$ cat config.mk
export PLATFORM = sky130hd
export DESIGN_NAME = mode_word_port
export DESIGN_NICKNAME = d
export VERILOG_FILES = /design/src/rtl/mode_word_pkg.sv /design/src/rtl/line_sync.sv /design/src/rtl/word_shifter.sv /design/src/rtl/mode_regfile.sv /design/src/rtl/mode_word_port.sv
export SDC_FILE = /design/constraint.sdc
export NUM_CORES = 1
export LEC_CHECK = 0
export BUFFER_PORTS_ARGS = -buffer_cell sky130_fd_sc_hd__buf_2
export CAP_MARGIN = 30
export CORE_UTILIZATION = 25
export CTS_BUF_LIST = sky130_fd_sc_hd__clkbuf_16
export DETAILED_ROUTE_END_ITERATION = 10
export PLACE_DENSITY_LB_ADDON = 0.15
export SLEW_MARGIN = 20
export SYNTH_ARGS = -nofsm -noshare
export SYNTH_HDL_FRONTEND = slang
export SYNTH_SLANG_ARGS = --single-unit
export TNS_END_PERCENT = 1
$ cat constraint.sdc
create_clock -name clk -period 2.5 [get_ports clk]
set_clock_uncertainty 0.2 [all_clocks]
set_input_delay 0.125 -clock clk [delete_from_list [all_inputs] [get_ports clk]]
set_output_delay 0.125 -clock clk [all_outputs]
set_load 0.02 [all_outputs]
$ cat src/rtl/mode_word_pkg.sv
package mode_word_pkg;
    localparam int WORD_W   = 16;
    localparam int ADDR_LSB = 9;
    localparam int ADDR_W   = 2;
    localparam int ATT_W    = 8;
    localparam int KEEP_W   = ADDR_LSB + ADDR_W;

    typedef enum logic [ADDR_W-1:0] {
        SEL_ATT_L = 2'd0,
        SEL_ATT_R = 2'd1,
        SEL_FMT   = 2'd2,
        SEL_SYS   = 2'd3
    } reg_sel_e;

    typedef struct packed {
        logic       load;
        logic [7:0] value;
    } att_word_t;

    typedef struct packed {
        logic [3:0] out_mode;
        logic [1:0] word_len;
        logic       op_en;
        logic       deemph;
        logic       mute;
    } fmt_reg_t;

    typedef struct packed {
        logic       zero_det_en;
        logic [1:0] rate_group;
        logic [1:0] rate_mult;
        logic       sysclk_256;
        logic       att_common;
        logic       lr_pol;
        logic       i2s_sel;
    } sys_reg_t;

    function automatic reg_sel_e sel_of(input logic [KEEP_W-1:0] w);
        return reg_sel_e'(w[ADDR_LSB +: ADDR_W]);
    endfunction
endpackage

$ cat src/rtl/line_sync.sv
module line_sync #(
    parameter int LINES  = 3,
    parameter int STAGES = 2
) (
    input  logic             clk,
    input  logic             rst,
    input  logic [LINES-1:0] raw_i,
    output logic [LINES-1:0] level_o
);
    for (genvar g = 0; g < LINES; g++) begin : g_line
        logic [STAGES-1:0] pipe;
        always_ff @(posedge clk) begin
            if (rst) pipe <= '0;
            else     pipe <= {pipe[STAGES-2:0], raw_i[g]};
        end
        assign level_o[g] = pipe[STAGES-1];
    end
endmodule

$ cat src/rtl/word_shifter.sv
module word_shifter
    import mode_word_pkg::*;
#(
    parameter int FRAME_W = WORD_W,
    parameter int OUT_W   = KEEP_W
) (
    input  logic             clk,
    input  logic             rst,
    input  logic             sclk_lvl,
    input  logic             sdat_lvl,
    input  logic             slat_lvl,
    output logic             valid_o,
    output logic [OUT_W-1:0] word_o
);
    localparam int CNT_W = $clog2(FRAME_W + 2);
    localparam logic [CNT_W-1:0] FULL = CNT_W'(FRAME_W);
    localparam logic [CNT_W-1:0] OVER = CNT_W'(FRAME_W + 1);

    logic             sclk_q, slat_q;
    logic             shift_en, latch_en;
    logic [CNT_W-1:0] cnt;
    logic [OUT_W-1:0] sh;

    assign shift_en = sclk_lvl & ~sclk_q;
    assign latch_en = slat_lvl & ~slat_q;

    always_ff @(posedge clk) begin
        if (rst) begin
            sclk_q  <= 1'b0;
            slat_q  <= 1'b0;
            cnt     <= '0;
            sh      <= '0;
            valid_o <= 1'b0;
        end else begin
            sclk_q  <= sclk_lvl;
            slat_q  <= slat_lvl;
            valid_o <= 1'b0;
            if (latch_en) begin
                valid_o <= (cnt == FULL);
                cnt     <= '0;
            end else if (shift_en) begin
                sh <= {sh[OUT_W-2:0], sdat_lvl};
                if (cnt != OVER) cnt <= cnt + 1'b1;
            end
        end
    end

    assign word_o = sh;

    AST_CNT_SATURATES: assert property (@(posedge clk) disable iff (rst)
        cnt <= OVER) else $error("bit counter past saturation");
    AST_VALID_SINGLE: assert property (@(posedge clk) disable iff (rst)
        valid_o |=> !valid_o) else $error("write strobe longer than one cycle");
    AST_SHIFT_CLEARS: assert property (@(posedge clk) disable iff (rst)
        valid_o |-> cnt == '0) else $error("counter not restarted after latch");
endmodule

$ cat src/rtl/mode_regfile.sv
module mode_regfile
    import mode_word_pkg::*;
(
    input  logic              clk,
    input  logic              rst,
    input  logic              wr_en,
    input  logic [KEEP_W-1:0] wr_word,
    output logic [ATT_W-1:0]  act_l_o,
    output logic [ATT_W-1:0]  act_r_o,
    output fmt_reg_t          fmt_o,
    output sys_reg_t          sys_o
);
    reg_sel_e         sel;
    att_word_t        aw;
    logic [ATT_W-1:0] stg_l, stg_r;

    assign sel = sel_of(wr_word);
    assign aw  = att_word_t'(wr_word[ADDR_LSB-1:0]);

    always_ff @(posedge clk) begin
        if (rst) begin
            stg_l   <= '1;
            stg_r   <= '1;
            act_l_o <= '1;
            act_r_o <= '1;
            fmt_o   <= '0;
            sys_o   <= '0;
        end else if (wr_en) begin
            case (sel)
                SEL_ATT_L: begin
                    stg_l <= aw.value;
                    if (aw.load) begin
                        act_l_o <= aw.value;
                        act_r_o <= stg_r;
                    end
                end
                SEL_ATT_R: begin
                    stg_r <= aw.value;
                    if (aw.load) begin
                        act_l_o <= stg_l;
                        act_r_o <= aw.value;
                    end
                end
                SEL_FMT: fmt_o <= fmt_reg_t'(wr_word[ADDR_LSB-1:0]);
                default: sys_o <= sys_reg_t'(wr_word[ADDR_LSB-1:0]);
            endcase
        end
    end

    AST_STAGE_HOLD: assert property (@(posedge clk) disable iff (rst)
        wr_en && (sel == SEL_ATT_L || sel == SEL_ATT_R) && !aw.load
        |=> $stable(act_l_o) && $stable(act_r_o)) else $error("staged write moved active value");
    AST_LOAD_PAIR: assert property (@(posedge clk) disable iff (rst)
        wr_en && (sel == SEL_ATT_L || sel == SEL_ATT_R) && aw.load
        |=> act_l_o == stg_l && act_r_o == stg_r) else $error("load did not transfer both channels");
    AST_IDLE_HOLD: assert property (@(posedge clk) disable iff (rst)
        !wr_en |=> $stable(fmt_o) && $stable(sys_o) && $stable(stg_l) && $stable(stg_r))
        else $error("register changed without a write");
    AST_SYS_ONLY: assert property (@(posedge clk) disable iff (rst)
        wr_en && sel == SEL_SYS |=> $stable(fmt_o) && $stable(act_l_o) && $stable(act_r_o))
        else $error("system write disturbed another register");
endmodule

$ cat src/rtl/mode_word_port.sv
module mode_word_port
    import mode_word_pkg::*;
(
    input  logic             clk,
    input  logic             rst,
    input  logic             ser_clk_i,
    input  logic             ser_dat_i,
    input  logic             ser_lat_i,
    output logic [ATT_W-1:0] att_l_o,
    output logic [ATT_W-1:0] att_r_o,
    output logic             mute_o,
    output logic             deemph_o,
    output logic             op_en_o,
    output logic [1:0]       word_len_o,
    output logic [3:0]       out_mode_o,
    output logic             i2s_sel_o,
    output logic             lr_pol_o,
    output logic             att_common_o,
    output logic             sysclk_256_o,
    output logic [1:0]       rate_mult_o,
    output logic [1:0]       rate_group_o,
    output logic             zero_det_en_o
);
    logic [2:0]        lvl;
    logic              wr_en;
    logic [KEEP_W-1:0] wr_word;
    logic [ATT_W-1:0]  act_l, act_r;
    fmt_reg_t          fmt;
    sys_reg_t          sys;

    line_sync #(.LINES(3), .STAGES(2)) u_sync (
        .clk(clk), .rst(rst),
        .raw_i({ser_lat_i, ser_dat_i, ser_clk_i}),
        .level_o(lvl)
    );

    word_shifter #(.FRAME_W(WORD_W), .OUT_W(KEEP_W)) u_shift (
        .clk(clk), .rst(rst),
        .sclk_lvl(lvl[0]), .sdat_lvl(lvl[1]), .slat_lvl(lvl[2]),
        .valid_o(wr_en), .word_o(wr_word)
    );

    mode_regfile u_regs (
        .clk(clk), .rst(rst),
        .wr_en(wr_en), .wr_word(wr_word),
        .act_l_o(act_l), .act_r_o(act_r),
        .fmt_o(fmt), .sys_o(sys)
    );

    assign att_l_o       = act_l;
    assign att_r_o       = sys.att_common ? act_l : act_r;
    assign mute_o        = fmt.mute;
    assign deemph_o      = fmt.deemph;
    assign op_en_o       = fmt.op_en;
    assign word_len_o    = fmt.word_len;
    assign out_mode_o    = fmt.out_mode;
    assign i2s_sel_o     = sys.i2s_sel;
    assign lr_pol_o      = sys.lr_pol;
    assign att_common_o  = sys.att_common;
    assign sysclk_256_o  = sys.sysclk_256;
    assign rate_mult_o   = sys.rate_mult;
    assign rate_group_o  = sys.rate_group;
    assign zero_det_en_o = sys.zero_det_en;

    AST_RIGHT_STEADY: assert property (@(posedge clk) disable iff (rst)
        !wr_en && !$past(wr_en) |=> $stable(att_r_o)) else $error("right attenuation moved with no write");
endmodule

## Yosys cells after proc, flatten, opt, wreduce, memory -nomap -nowiden

Cells that the tools add are included.

- Reductions and logical operators: 12
- Equal/unequal tests: 6
- Add/sub/neg operators: 1
- Bitwise gates (word level): 6
- Mux-type cells: 6

Operators with widths:

| cell | count |
|---|---|
| 8-bit 2-to-1 mux | 4 |
| 8-bit one-hot mux with 2 select lines | 2 |
| 2-bit AND reduction | 6 |
| 5-bit by 1-bit adder with 5-bit output, second input constant | 1 |
| 5-bit equality test, second input constant | 1 |
| 5-bit inequality test, second input constant | 1 |
| 2-bit inequality test, second input constant | 2 |
| 1-bit inverter | 4 |
| 4-bit AND reduction | 1 |
| 2-bit OR reduction | 2 |
| 3-bit OR reduction | 1 |
| 1-bit bitwise AND | 2 |
| 2-bit by 1-bit equality test with 1-bit output, second input constant | 1 |
| 2-bit equality test, second input constant | 1 |
| 2-bit zero test | 1 |
| 2-bit nonzero test | 1 |

- Word-level logic and storage cells: 55
- Register bits after elaboration: 75
- Input port bits: 5

## Longest topological paths before layout

- Word-level depth: 4
- Gate-level depth with buffers: 5
- Depth with buffers taken out: 4

## Modules after synthesis

From an unflattened synthesis, not the netlist that was laid out.

- Cell total of the unflattened synthesis: 298
- Area total of the unflattened synthesis: 3,064.2 µm²

By module, submodules not included:

| module | times used | cells each | area each (µm²) |
|---|---|---|---|
| mode_regfile | 1 | 182 | 1,925.6 |
| word_shifter | 1 | 92 | 827.0 |
| line_sync | 1 | 15 | 180.2 |
| mode_word_port | 1 | 9 | 131.4 |

## Worst setup path before layout

OpenSTA, ideal clock, no wires.

- Path kind: register -> register
- Start: register u_shift.cnt[1]
- End: register u_shift.cnt[0]
- Required time: 2.179 ns
- Data arrival time: 1.203 ns
- Stages on the path, launching flop included: 5
- Slack: 0.976 ns
- Cells stage by stage: dfxtp_1 -> inv_1 -> ha_1 -> a31oi_1 -> mux2_2

- Word-level cells in the longest chain between the ends: 2

RTL lines:

| what | RTL line | source |
|---|---|---|
| start: declaration | word_shifter.sv:21 | `logic [CNT_W-1:0] cnt;` |
| start signal: assignment | word_shifter.sv:43 | `if (cnt != OVER) cnt <= cnt + 1'b1;` |
| 5-bit inequality test | word_shifter.sv:43 |  |
| 2-bit AND reduction (no source line) | n/a |  |

No other way between the ends.
A chain may end at the register's enable or synchronous reset.

## Worst setup path after layout

- Start: register u_regs.sys_o[2] in the netlist's numbering
- End: output att_r_o[1]

- Word-level cells in the longest chain between the ends: 1

RTL lines:

| what | RTL line | source |
|---|---|---|
| start: declaration | mode_regfile.sv:11 | `output sys_reg_t sys_o` |
| start signal: assignment | mode_regfile.sv:45 | `default: sys_o <= sys_reg_t'(wr_word[ADDR_LSB-1:0]);` |
| 8-bit 2-to-1 mux | mode_word_port.sv:51 | `assign att_r_o = sys.att_common ? act_l : act_r;` |
| end: declaration | mode_word_port.sv:10 | `output logic [ATT_W-1:0] att_r_o,` |

No other way between the ends.

==> results summary <==
Counting the fill cells in the layout gives ~1200. Entering global routing, the biggest net connects 54 pins. The area growth from synthesis to layout came out at 21.7%. Yosys instantiated no cell more often than sky130_fd_sc_hd__dfxtp_1.

The core occupancy in the finished layout is between 30% and 40%. The depth of the worst register-to-register path is 3. Summed over all instances, the cell type with the most area after synthesis is sky130_fd_sc_hd__dfxtp_1. The maximum fanout along the worst path is 10.

The instance area after placement is 0.00327 mm2. Summed over all layers, the global routing overflow is 0. The number of vias in the routed layout is ~2200. Synthesis produced a netlist with a net count of about 300. The most critical setup path has its startpoint at u_regs.sys_o[2]. The antenna diode count is 0. At the pin with the least slew margin, the transition time is 0.653 ns. The count of mapped cells out of synthesis came out at approximately 300.

The die footprint came out at roughly 0.012 mm2. The portion of the clock cycle consumed by the worst path in the final layout came out at 75.0%. The clock power share is ~52%. The summed negative setup slack over all endpoints is 0 ns. Setup violations remaining at the end of the flow were counted as 0.

The number of top-level pins is 39. Setup repair after global routing left no endpoint under its margin. STA puts the critical path data required time at ~2.2 ns. The CTS buffer count came out at 9.

The critical path ends at att_r_o[1]. The startpoint identified for the worst register-to-register timing path is u_shift.valid_o. The routed design has 7110 um of wire. The number of buffers inserted for hold repair after clock tree synthesis is 3. The flip-flop cell with the highest count after synthesis is sky130_fd_sc_hd__dfxtp_1. STA classifies the critical path startpoint as a register. The design internal power is approximately 2.1 mW. The maximum buffer depth of the clock tree came out at 2. The sequential area share after synthesis is 50.6%. The path type of the worst min-delay path is input pin to register. Clock tree synthesis selected as its root buffer the cell sky130_fd_sc_hd__clkbuf_16. The total clock sinks is 75. The checks that failed: design-rule violations. Based on the critical path, the design can be clocked at up to around 530 MHz.

The logic gate share of total power came out at 2.3%. Counting flops and latches in the post-synthesis netlist gives 75. Post-CTS timing repair inserted 0 buffers for setup. The worst supply voltage drop on vdd is ~0.38 mV. The total count of hold-check failures in the final report is 0. The commonest cells after synthesis are sky130_fd_sc_hd__dfxtp_1 (75), sky130_fd_sc_hd__mux2i_1 (36), sky130_fd_sc_hd__nand2_1 (27). Summed over all cells, the static leakage comes to between 1 and 1.5 nW. The number of max-slew violations in the final report is 0. The total power consumption of the routed design is around 2.6 mW. The sequential cells in the finished layout cover a total of between 0.0015 and 0.002 mm2. The pre-antenna-repair detailed-routing pass consisted of 7 iterations. The finished cells cover between 0.003 and 0.004 mm2. The net count of the finished layout is 339. The floorplan die height came out at about 110 um. The power per cell area is about 730 mW/mm2. The initial utilization of the core area, before any placement, comes to 25.8%. The die width is between 100 and 150 um.

The residual antenna-violating net count after detailed routing came out at 0. The latest clock arrival within the worst-skew pair came out at 0.33 ns. The global routing usage summed across all routing layers came out at 12.4%. The final weighted congestion of routability-driven global placement came out at between 0.6 and 0.7. Net switching is between 20% and 30% of the power. In this run, placement finished with an instance count of 460. The global-route wire length before repair is between 10000 and 15000 um. The fraction of layout cells with a size suffix above 1 is 20.8%.

The net switching power of the design came out at between 500 and 600 uW. The worst register-to-register path has a setup slack of 0.67 ns. The multi-input gate area in the final layout came out at between 0.001 and 0.0015 mm2. The worst path needs about 1.9 ns of the cycle, external delays included. Registers are responsible for 45.5% of the overall power. TritonCTS built the clock tree. The worst setup path is captured at a primary output. The number of buffer cells added on primary ports is 38.

The category of the critical setup timing path is register to primary output. In the synthesized netlist the async set-or-reset flop fraction comes to 0%. The synthesized design devotes to its leading area cell type around 50% of total area. The mean cell area of the mapped netlist came out at between 10 and 15 um2. The post-detailed-route wirelength per cell came out at 14.8 um. The number of gates given a new drive strength after cts came out at 0. The number of standard cells in the final layout excluding fillers is around 480.

The row count came out at 39. After clock tree synthesis, the clock-pin slew on the worst setup and hold paths is roughly 0.060 ns. The number of DRC violations after detailed-routing iteration 0 is roughly 130. The data arrival time at the worst-slack endpoint is 1.55 ns. Ranked by total cell area, the synthesized netlist is headed by sky130_fd_sc_hd__dfxtp_1 (51%), sky130_fd_sc_hd__mux2i_1 (12%), sky130_fd_sc_hd__a2bb2oi_1 (4.7%), sky130_fd_sc_hd__mux2_2 (3.4%), sky130_fd_sc_hd__nand2_1 (3.4%).

The detailed placer's ending HPWL came out at between 4000 and 5000 um. The post-detailed-route DRC marker count is 8. The cell area that synthesis handed to floorplanning was roughly 0.0030 mm2. The number of antenna violations at the first check in global routing is 0.

The max-capacitance violation count came out at 0. Using the TritonRoute via totals, the vias-per-cell ratio works out to roughly 4.7. The number of warning messages in the yosys log is 0.

The flow ran to the end, but the final reports show violations. In this run the number of H-tree levels came out at 3. The number of library cell types mapped by synthesis came out at 31. The worst pin sits at a relative slew slack of between 50% and 60%. The number of global-route vias before repair came out at 2198. The core footprint is approximately 0.012 mm2. In this run the critical register-to-register path is captured at u_regs.act_l_o[7]. The number of synthesized flops with an enable pin is 0.
==> worst max-delay path, cell delays in order, from the launching register on <==
cell and delay, ns:
sky130_fd_sc_hd__dfxtp_1 0.65, sky130_fd_sc_hd__mux2_2 0.40, sky130_fd_sc_hd__buf_2 0.16
==> power groups by stage <==
stage	combinational, mW	sequential, mW	clock (mW)
global route	0.0666	1.21	1.47
CTS	0.0615	1.20	1.42
floorplan	0.0435	1.23	0
detailed placement	0.0582	1.23	0
finish	0.0607	1.21	1.38
global placement	0.0577	1.23	0
==> metal layers <==
layer | GRT usage (%) | wire length [um] | up-vias
met5 | 0 | 0 | -
met3 | 3.39 | 275 | 9
met1 | 17.4 | 3840 | 1050
met2 | 17.5 | 2880 | 51
li1 | - | - | 1118
met4 | 5.94 | 120 | 0
==> worst min path at each step <==
| stage | from | endpoint | slack [ns] | cells past startpoint |
|---|---|---|---|---|
| global route | rst | u_regs.stg_l[0] | 0.09 | 3 |
| detailed placement | ser_dat_i | u_sync.g_line[1].pipe[0] | 0.14 | 2 |
| global placement | ser_lat_i | u_sync.g_line[2].pipe[0] | 0.13 | 2 |
| CTS | rst | u_regs.stg_l[1] | 0.04 | 3 |
| floorplan | ser_clk_i | u_sync.g_line[0].pipe[0] | 0.05 | 1 |
| finish | rst | u_regs.stg_l[1] | 0.05 | 3 |
==> registers in the layout, indices dropped and copies added, names as in the netlist, 5 cells and up <==
signal,cells
u_shift.cnt,5
u_regs.sys_o,9
u_regs.fmt_o,9
u_sync.g_line.pipe,6
u_regs.act_r_o,8
u_regs.stg_l,8
u_shift.word_o,11
u_regs.act_l_o,8
u_regs.stg_r,8
==> final cells by class <==
cell class | count | share of cell area [%]
flip-flops and latches | 75 | 41.5
well taps | 143 | 4.95
repair buffers | 47 | 7.34
clock buffers | 9 | 6.23
multi-input cells | 195 | 37.0
clock inverters | 7 | 2.60
inverters | 3 | 0.312
==> per-stage QoR <==
step | setup WS (ns) | hold slack, ns
finish | 0.626 | 0.0474
global route | 0.500 | 0.0866
CTS | 0.579 | 0.0363
detailed placement | 0.659 | 0.138
global placement | 0.686 | 0.133
floorplan | 0.976 | 0.0532
==> kinds of logic (layout without fill, tap and decap cells) <==
kind of cell | after synthesis | after routing | synth area share (%)
mux | 45 | 45 | 15.6
flops | 75 | 75 | 50.6
buf+inv | 25 | 66 | 4.42
fa+ha+maj | 3 | 3 | 1.26
compound gates | 58 | 58 | 13.1
simple gates | 89 | 89 | 15.1
==> cells in the final DEF (no fill, tap or decap), types with 3 or more instances in the layout <==
| cell type | n |
|---|---|
| sky130_fd_sc_hd__dfxtp_1 | 75 |
| sky130_fd_sc_hd__buf_2 | 38 |
| sky130_fd_sc_hd__mux2i_1 | 36 |
| sky130_fd_sc_hd__nand2_1 | 27 |
| sky130_fd_sc_hd__a21oi_1 | 20 |
| sky130_fd_sc_hd__nand3_1 | 17 |
| sky130_fd_sc_hd__a2bb2oi_1 | 16 |
| sky130_fd_sc_hd__nor2_1 | 11 |
| sky130_fd_sc_hd__o21ai_0 | 11 |
| sky130_fd_sc_hd__mux2_2 | 9 |
| sky130_fd_sc_hd__and3_1 | 9 |
| sky130_fd_sc_hd__nor2b_1 | 9 |
| sky130_fd_sc_hd__clkbuf_16 | 9 |
| sky130_fd_sc_hd__a211o_1 | 8 |
| sky130_fd_sc_hd__buf_4 | 6 |
| sky130_fd_sc_hd__inv_1 | 4 |
| sky130_fd_sc_hd__nor3_1 | 3 |
| sky130_fd_sc_hd__ha_1 | 3 |
| sky130_fd_sc_hd__dlygate4sd3_1 | 3 |
Note: power is estimated with default switching activity, not from simulation.
